File: src/rtl/xram_pkg.sv
// Package: shared types for the extended data RAM access controller.
// Assumes: nothing beyond IEEE 1800-2017 enum support.
package xram_pkg;

    // External strobe sequencer states.
    typedef enum logic [0:0] {
        SEQ_IDLE   = 1'b0,
        SEQ_STROBE = 1'b1
    } seq_state_e;

endpackage : xram_pkg

File: src/rtl/xram_addr_route.sv
// Module: xram_addr_route
// Forms the 16-bit access address from either the wide pointer or
// page + narrow pointer, then decides whether the on-chip RAM window
// covers it.
// Assumes: ADDR_W is even (page and narrow pointer are each half of it),
// and SMALL_DEPTH <= RAM_DEPTH < 2**ADDR_W.
module xram_addr_route #(
    parameter int ADDR_W      = 16,
    parameter int RAM_DEPTH   = 512,
    parameter int SMALL_DEPTH = 256
) (
    input  logic                  wide,
    input  logic [ADDR_W-1:0]     ptr16,
    input  logic [ADDR_W/2-1:0]   ptr8,
    input  logic [ADDR_W/2-1:0]   page,
    input  logic                  force_ext,
    input  logic                  big_win,
    output logic [ADDR_W-1:0]     full_addr,
    output logic                  hit_int
);

    localparam logic [ADDR_W:0] BIG_LIM   = (ADDR_W+1)'(RAM_DEPTH);
    localparam logic [ADDR_W:0] SMALL_LIM = (ADDR_W+1)'(SMALL_DEPTH);

    logic [ADDR_W:0] win_lim;

    // Select the address source for this access.
    always_comb begin
        full_addr = wide ? ptr16 : {page, ptr8};
    end

    // Compare against the active window limit; force bit overrides.
    always_comb begin
        win_lim = big_win ? BIG_LIM : SMALL_LIM;
        hit_int = !force_ext && ({1'b0, full_addr} < win_lim);
    end

endmodule : xram_addr_route

File: src/rtl/xram_store.sv
// Module: xram_store
// Byte-wide on-chip RAM with one synchronous write port and a
// combinational read port. The read value is registered by the caller.
// Assumes: addr is already known to lie inside the RAM.
module xram_store #(
    parameter int DATA_W    = 8,
    parameter int RAM_DEPTH = 512,
    localparam int RAM_AW   = $clog2(RAM_DEPTH)
) (
    input  logic              clk,
    input  logic              we,
    input  logic [RAM_AW-1:0] addr,
    input  logic [DATA_W-1:0] wdata,
    output logic [DATA_W-1:0] rdata
);

    logic [DATA_W-1:0] mem [RAM_DEPTH];

    // Store a byte on an accepted internal write.
    always_ff @(posedge clk) begin
        if (we) begin
            mem[addr] <= wdata;
        end
    end

    // Present the addressed byte for the caller's read register.
    always_comb begin
        rdata = mem[addr];
    end

endmodule : xram_store

File: src/rtl/xram_ext_seq.sv
// Module: xram_ext_seq
// Runs one external bus access. It latches address, data, direction and
// the stretch choice at start, then holds one strobe high for FAST_W or
// SLOW_W cycles. It flags the last strobe cycle so the caller can capture
// read data.
// Assumes: start is raised only while busy is low.
module xram_ext_seq
    import xram_pkg::*;
#(
    parameter int ADDR_W = 16,
    parameter int DATA_W = 8,
    parameter int FAST_W = 6,
    parameter int SLOW_W = 30,
    localparam int CNT_W = $clog2(SLOW_W)
) (
    input  logic              clk,
    input  logic              rst_n,
    input  logic              start,
    input  logic              start_write,
    input  logic              start_slow,
    input  logic [ADDR_W-1:0] start_addr,
    input  logic [DATA_W-1:0] start_wdata,
    output logic              busy,
    output logic              last,
    output logic [ADDR_W-1:0] ext_addr,
    output logic [DATA_W-1:0] ext_wdata,
    output logic              ext_rd,
    output logic              ext_wr
);

    seq_state_e        state_q;
    logic [CNT_W-1:0]  cnt_q;
    logic              wr_q;
    logic              slow_q;
    logic [ADDR_W-1:0] addr_q;
    logic [DATA_W-1:0] wdata_q;

    // State, countdown and latched access fields.
    always_ff @(posedge clk) begin
        if (!rst_n) begin
            state_q <= SEQ_IDLE;
            cnt_q   <= '0;
            wr_q    <= 1'b0;
            slow_q  <= 1'b0;
            addr_q  <= '0;
            wdata_q <= '0;
        end else begin
            case (state_q)
                SEQ_IDLE: begin
                    if (start) begin
                        state_q <= SEQ_STROBE;
                        cnt_q   <= start_slow ? CNT_W'(SLOW_W - 1) : CNT_W'(FAST_W - 1);
                        wr_q    <= start_write;
                        slow_q  <= start_slow;
                        addr_q  <= start_addr;
                        wdata_q <= start_wdata;
                    end
                end
                SEQ_STROBE: begin
                    if (cnt_q == '0) begin
                        state_q <= SEQ_IDLE;
                    end else begin
                        cnt_q <= cnt_q - 1'b1;
                    end
                end
                default: state_q <= SEQ_IDLE;
            endcase
        end
    end

    // Drive the bus from the latched fields.
    always_comb begin
        busy      = (state_q == SEQ_STROBE);
        last      = busy && (cnt_q == '0);
        ext_rd    = busy && !wr_q;
        ext_wr    = busy && wr_q;
        ext_addr  = addr_q;
        ext_wdata = wdata_q;
    end

    // Checker support: length of the current strobe run.
    logic [CNT_W:0] run_len_q;
    always_ff @(posedge clk) begin
        if (!rst_n) begin
            run_len_q <= '0;
        end else if (ext_rd || ext_wr) begin
            run_len_q <= run_len_q + 1'b1;
        end else begin
            run_len_q <= '0;
        end
    end

    assert_strobe_excl_R9: assert property (@(posedge clk) disable iff (!rst_n)
        $onehot0({ext_rd, ext_wr}));

    assert_addr_steady_R9: assert property (@(posedge clk) disable iff (!rst_n)
        (busy && $past(busy)) |-> ($stable(ext_addr) && $stable(ext_wdata)));

    // a finished strobe lasted the width chosen at its start.
    assert_strobe_width_R8: assert property (@(posedge clk) disable iff (!rst_n)
        $fell(busy) |-> (run_len_q == (slow_q ? (CNT_W+1)'(SLOW_W) : (CNT_W+1)'(FAST_W))));

    assert_no_restart_R11: assert property (@(posedge clk) disable iff (!rst_n)
        (busy && !last) |=> busy);

endmodule : xram_ext_seq

File: src/rtl/xram_access_ctrl.sv
// Module: xram_access_ctrl (top)
// Accepts one external-data-space byte access at a time. It routes the
// access to on-chip RAM (one cycle) or to the external bus (stretched
// strobe). It returns read data together with a one-cycle done pulse.
// Assumes: the requester holds or re-raises req_valid until it is taken
// while rsp_busy is low.
module xram_access_ctrl #(
    parameter int ADDR_W      = 16,
    parameter int DATA_W      = 8,
    parameter int RAM_DEPTH   = 512,
    parameter int SMALL_DEPTH = 256,
    parameter int FAST_W      = 6,
    parameter int SLOW_W      = 30,
    localparam int RAM_AW     = $clog2(RAM_DEPTH),
    localparam int PTR_W      = ADDR_W / 2
) (
    input  logic              clk,
    input  logic              rst_n,
    input  logic              req_valid,
    input  logic              req_write,
    input  logic              req_wide,
    input  logic [ADDR_W-1:0] req_ptr16,
    input  logic [PTR_W-1:0]  req_ptr8,
    input  logic [PTR_W-1:0]  req_page,
    input  logic [DATA_W-1:0] req_wdata,
    input  logic              cfg_force_ext,
    input  logic              cfg_big_win,
    input  logic              cfg_slow,
    output logic [DATA_W-1:0] rsp_rdata,
    output logic              rsp_busy,
    output logic              rsp_done,
    output logic [ADDR_W-1:0] ext_addr,
    output logic [DATA_W-1:0] ext_wdata,
    input  logic [DATA_W-1:0] ext_rdata,
    output logic              ext_rd,
    output logic              ext_wr
);

    logic [ADDR_W-1:0] full_addr;
    logic              hit_int;
    logic              acc_go;
    logic              int_go;
    logic              ext_go;
    logic              seq_busy;
    logic              seq_last;
    logic [DATA_W-1:0] int_rdata;

    xram_addr_route #(
        .ADDR_W      (ADDR_W),
        .RAM_DEPTH   (RAM_DEPTH),
        .SMALL_DEPTH (SMALL_DEPTH)
    ) i_route (
        .wide      (req_wide),
        .ptr16     (req_ptr16),
        .ptr8      (req_ptr8),
        .page      (req_page),
        .force_ext (cfg_force_ext),
        .big_win   (cfg_big_win),
        .full_addr (full_addr),
        .hit_int   (hit_int)
    );

    // Accept only while idle; split by destination.
    always_comb begin
        acc_go = req_valid && !seq_busy;
        int_go = acc_go && hit_int;
        ext_go = acc_go && !hit_int;
    end

    xram_store #(
        .DATA_W    (DATA_W),
        .RAM_DEPTH (RAM_DEPTH)
    ) i_store (
        .clk   (clk),
        .we    (int_go && req_write),
        .addr  (full_addr[RAM_AW-1:0]),
        .wdata (req_wdata),
        .rdata (int_rdata)
    );

    xram_ext_seq #(
        .ADDR_W (ADDR_W),
        .DATA_W (DATA_W),
        .FAST_W (FAST_W),
        .SLOW_W (SLOW_W)
    ) i_seq (
        .clk         (clk),
        .rst_n       (rst_n),
        .start       (ext_go),
        .start_write (req_write),
        .start_slow  (cfg_slow),
        .start_addr  (full_addr),
        .start_wdata (req_wdata),
        .busy        (seq_busy),
        .last        (seq_last),
        .ext_addr    (ext_addr),
        .ext_wdata   (ext_wdata),
        .ext_rd      (ext_rd),
        .ext_wr      (ext_wr)
    );

    // Completion pulse and read data register.
    always_ff @(posedge clk) begin
        if (!rst_n) begin
            rsp_done  <= 1'b0;
            rsp_rdata <= '0;
        end else begin
            rsp_done <= int_go || seq_last;
            if (int_go && !req_write) begin
                rsp_rdata <= int_rdata;
            end else if (seq_last && ext_rd) begin
                rsp_rdata <= ext_rdata;
            end
        end
    end

    // Expose the sequencer's busy flag.
    always_comb begin
        rsp_busy = seq_busy;
    end

    assert_int_one_cycle_R6: assert property (@(posedge clk) disable iff (!rst_n)
        int_go |=> (rsp_done && !rsp_busy && !ext_rd && !ext_wr));

    assert_force_ext_R4: assert property (@(posedge clk) disable iff (!rst_n)
        (acc_go && cfg_force_ext) |=> rsp_busy);

    assert_done_after_busy_R7: assert property (@(posedge clk) disable iff (!rst_n)
        $fell(rsp_busy) |-> rsp_done);

    assert_done_idle_R11: assert property (@(posedge clk) disable iff (!rst_n)
        rsp_done |-> !rsp_busy);

endmodule : xram_access_ctrl

File: config.mk
export PLATFORM = sky130hd
export DESIGN_NAME = xram_access_ctrl
export DESIGN_NICKNAME = d
export VERILOG_FILES = /design/src/rtl/xram_pkg.sv /design/src/rtl/xram_addr_route.sv /design/src/rtl/xram_store.sv /design/src/rtl/xram_ext_seq.sv /design/src/rtl/xram_access_ctrl.sv
export SDC_FILE = /design/constraint.sdc
export NUM_CORES = 2
export LEC_CHECK = 0
export ABC_CLOCK_PERIOD_IN_PS = 3400
export BUFFER_PORTS_ARGS = -buffer_cell sky130_fd_sc_hd__buf_2
export CAP_MARGIN = 20
export CORE_MARGIN = 2
export CORE_UTILIZATION = 40
export CTS_BUF_LIST = sky130_fd_sc_hd__clkbuf_4 sky130_fd_sc_hd__clkbuf_8
export CTS_CLUSTER_DIAMETER = 50
export CTS_CLUSTER_SIZE = 25
export DETAILED_ROUTE_END_ITERATION = 8
export PLACE_DENSITY = 0.59
export REMOVE_ABC_BUFFERS = 1
export SLEW_MARGIN = 20
export SYNTH_ARGS = -nofsm -noshare
export SYNTH_HDL_FRONTEND = slang
export SYNTH_SLANG_ARGS = --single-unit
File: constraint.sdc
create_clock -name clk -period 3.4 [get_ports clk]
set_input_delay 0.17 -clock clk [delete_from_list [all_inputs] [get_ports clk]]
set_output_delay 0.17 -clock clk [all_outputs]
set_load 0.1 [all_outputs]
==> out/metrics.yaml <==
outcome:
  status: "finished, final reports clean"
critical_path:
  cpMaxStageDelayCell: "dlygate4sd3_1"
  path_common_cell: "buf_4"
  cp_max_fo: 18
  end_kind: "register"
  path_class: "in2reg"
  critPathArrivalTime_ps: 4420
  path_cells: "dlygate4sd3_1 > buf_2 > and3b_1 > o21ai_4 > buf_12 > buf_12 > buf_4 > o22ai_1 > or4_1 > a21oi_2 > buf_4 > o22ai_1 > buf_4 > o211ai_1 > a31oi_1 > dlygate4sd3_1 > o21a_1"
  critical_path.startpoint_type: "primary input"
  max_stage_delay_ps: 570
  required_ps: 4480
power_and_ir_drop:
  power_density_mw_per_mm2: 525.2
  intPower_w: 0.07474
  p_sw_w: 0.02618
  vdd_drop_max_v: 0.0006573
  power_frac_seq_pct: 55.5
  pwr-share-comb_pct: 9.0
  p_leak_nw: 66.33
  swShare_pct: 25.94
  clkPwrFrac_pct: 35.5
logic_synthesis:
  netlist_area_mm2: 0.1605
  yosysTopAreaCell: "edfxtp_1"
  syn_inst: 9167
  async_reset_ff_share_pct: 0
  synth_top_area_share_pct: 76.63
  synthTopCellsByArea: "edfxtp_1, mux2i_1, mux4_2, nand2_1, o22ai_1"
  ys_seq_elements: 4136
  yosysUniqueCellTypes: 69
  postSynthAreaPerCell_um2: 17.51
  synth-main-ff-cell: "edfxtp_1"
  synth_enable_flop_cells: 4096
  yosysWarnings: 0
  yosysSeqAreaShare_pct: 77.13
cells_and_area:
  mostFrequentLayoutCells: "edfxtp_1, buf_4, mux2i_1, nand2_1, nor2_1"
  fin_cells: 16561
  fin_area_mm2: 0.1921
  fin_nets: 10995
  drive_above_1_share_pct: 26.80
  syn2layout_area_growth_pct: 19.70
  num-fill-cells: 33289
  utilization_pct: 48.10
  final_common_cell: "edfxtp_1"
place:
  place_inst: 15706
  placed_area_mm2: 0.1813
  dp_slack_ps: -914.6
  port_buffers: 91
  globalplace.congestion: 0.9068
  dp.final_hpwl_mm: 319.5
die:
  die_area_mm2: 0.4063
  rows: 232
  pin_count: 92
  core_mm2: 0.3994
  die_h_um: 637.5
  chipWidth_um: 637.5
  start_util_pct: 40.18
drt:
  drt-initial-drc-count: 12354
  routedWlPerCell_um: 29.87
  via_per_inst: 5.732
  vias: 94929
  wl_mm: 494.7
  drt.antenna.violating_nets: 0
  dr.pass1.iters: 6
  drc: 0
sta:
  fmax_mhz: 299.0
  slew_headroom_pct: 20.23
  fin_skew_ps: 61.25
  slew_viol_final: 0
  worst_hold_slack_ps: 99.23
  tightest_slew_ps: 1196
  fin_crit_sh_pct: 98.35
  worst_slack_ps: 56.07
  hold_viol_final: 0
  min_period_ps: 3344
  rsz0062_at_grt: "true"
  finalSetupViolCount: 0
global_routing:
  antenna_found_initial: 29
  grt_overflow: 0
  grtUsageTotal_pct: 23.79
  grt_pass1_vias: 93985
  grt_max_degree: 173
  grt_pass1_wl_mm: 698.5
clock_network:
  cts-root-buf: "clkbuf_8"
  tritoncts: "yes"
  htree_num_levels: 5
  insertion_delay_ps: 1170
  cts_sinks: 4136
  numCtsBuffers: 396
  clk_transition_reported_paths_ps: 90
  clock_path_buffers: 4
job:
  maxCapViolations: 0
hold_path:
  min_path_type: "in2reg"
## path summary, 6_finish.rpt
path,from,end,slack [ps],depth (start not counted)
setup reg to reg,i_store.mem[195][7],rsp_rdata[7],160,11
hold / removal,rst_n,rsp_rdata[3],100,4
setup / recovery,req_ptr8[3],rsp_rdata[1],60,17
hold reg to reg,i_seq.ext_addr[4],i_seq.ext_addr[4],510,1
## power groups by stage
stage | clock network [W] | logic, W | registers (W)
finish | 0.0358 | 0.00907 | 0.0560
global route | 0.0381 | 0.00935 | 0.0560
CTS | 0.0363 | 0.00897 | 0.0560
detailed placement | 0 | 0.00883 | 0.0572
global placement | 0 | 0.00873 | 0.0572
floorplan | 0 | 0.00582 | 0.0574
## sequential cells by signal, indices dropped and copies added, names as in the netlist
register and cells:
i_seq.ext_addr 16, i_seq.wr_q 1, i_seq.busy 1, i_seq.cnt_q 5, i_store.mem 4096, i_seq.ext_wdata 8
rsp_rdata 8, rsp_done 1
## kinds of logic after synthesis
kind of cell    Yosys count  synth area share, %
fa+ha+maj                 3              0.02339
flops                  4136                77.13
mux                    1350                11.16
compound gates         1371                5.365
simple gates           1712                4.422
buf+inv                 595                1.901
## layer usage
| metal | track usage, % | vias to the layer above | share of wire [%] |
|---|---|---|---|
| li1 | - | 39987 | - |
| met1 | 32.28 | 49093 | 39 |
| met2 | 38.23 | 4963 | 47 |
| met3 | 3.627 | 884 | 9.1 |
| met4 | 10.33 | 2 | 4.9 |
| met5 | 0 | - | 0.0026 |
## synthesized netlist by cell type, types with 15 or more instances
cell type  count
a222oi_1      23
nand2_1      934
a22oi_1       59
buf_1         89
or4_1         77
mux4_2       350
dfxtp_1       40
buf_2        216
o41ai_1       24
buf_6         43
buf_4         60
o211a_1       16
o31ai_1       24
a21oi_1      539
nor2b_1       16
nor3_1        15
o22ai_1      440
edfxtp_1    4096
nor4_1        72
o221ai_1      88
a2111oi_0     20
o21ai_0       57
clkbuf_1     182
mux2i_1      993
nor2_1       549
a22o_1        16
## area by class of cell
type	instances	area [um2]	share of cell area, %
clock buffer	415	5630	2.931
sequential	4136	123800	64.44
clock inverter	332	4093	2.130
antenna	11	27.53	0.01433
tap	5265	6588	3.429
multi-input combinational	4436	34110	17.75
inverter	5	18.77	0.009768
timing repair buffer	1961	17870	9.300
## metrics by stage
step	TNS, ps	total power [W]
global route	-40.51	0.1034
CTS	0	0.1013
finish	0	0.1009
global placement	-699980	0.06591
floorplan	-	0.06323
detailed placement	-665430	0.06601
## repair_timing
action                                 in CTS  in global routing
hold buffers                               95                  0
endpoints found under the hold margin    3781                  0
resized for setup                           0                 19
setup buffers                               0                  1
setup endpoints to repair                   0                  5
## critical path: cells and delay by family
| family | cells | cell delay, ps |
|---|---|---|
| compound gates | 7 | 1150 |
| simple gates | 2 | 810 |
| buf+inv | 8 | 2230 |
No activity file was read; power rests on OpenSTA's default activity.
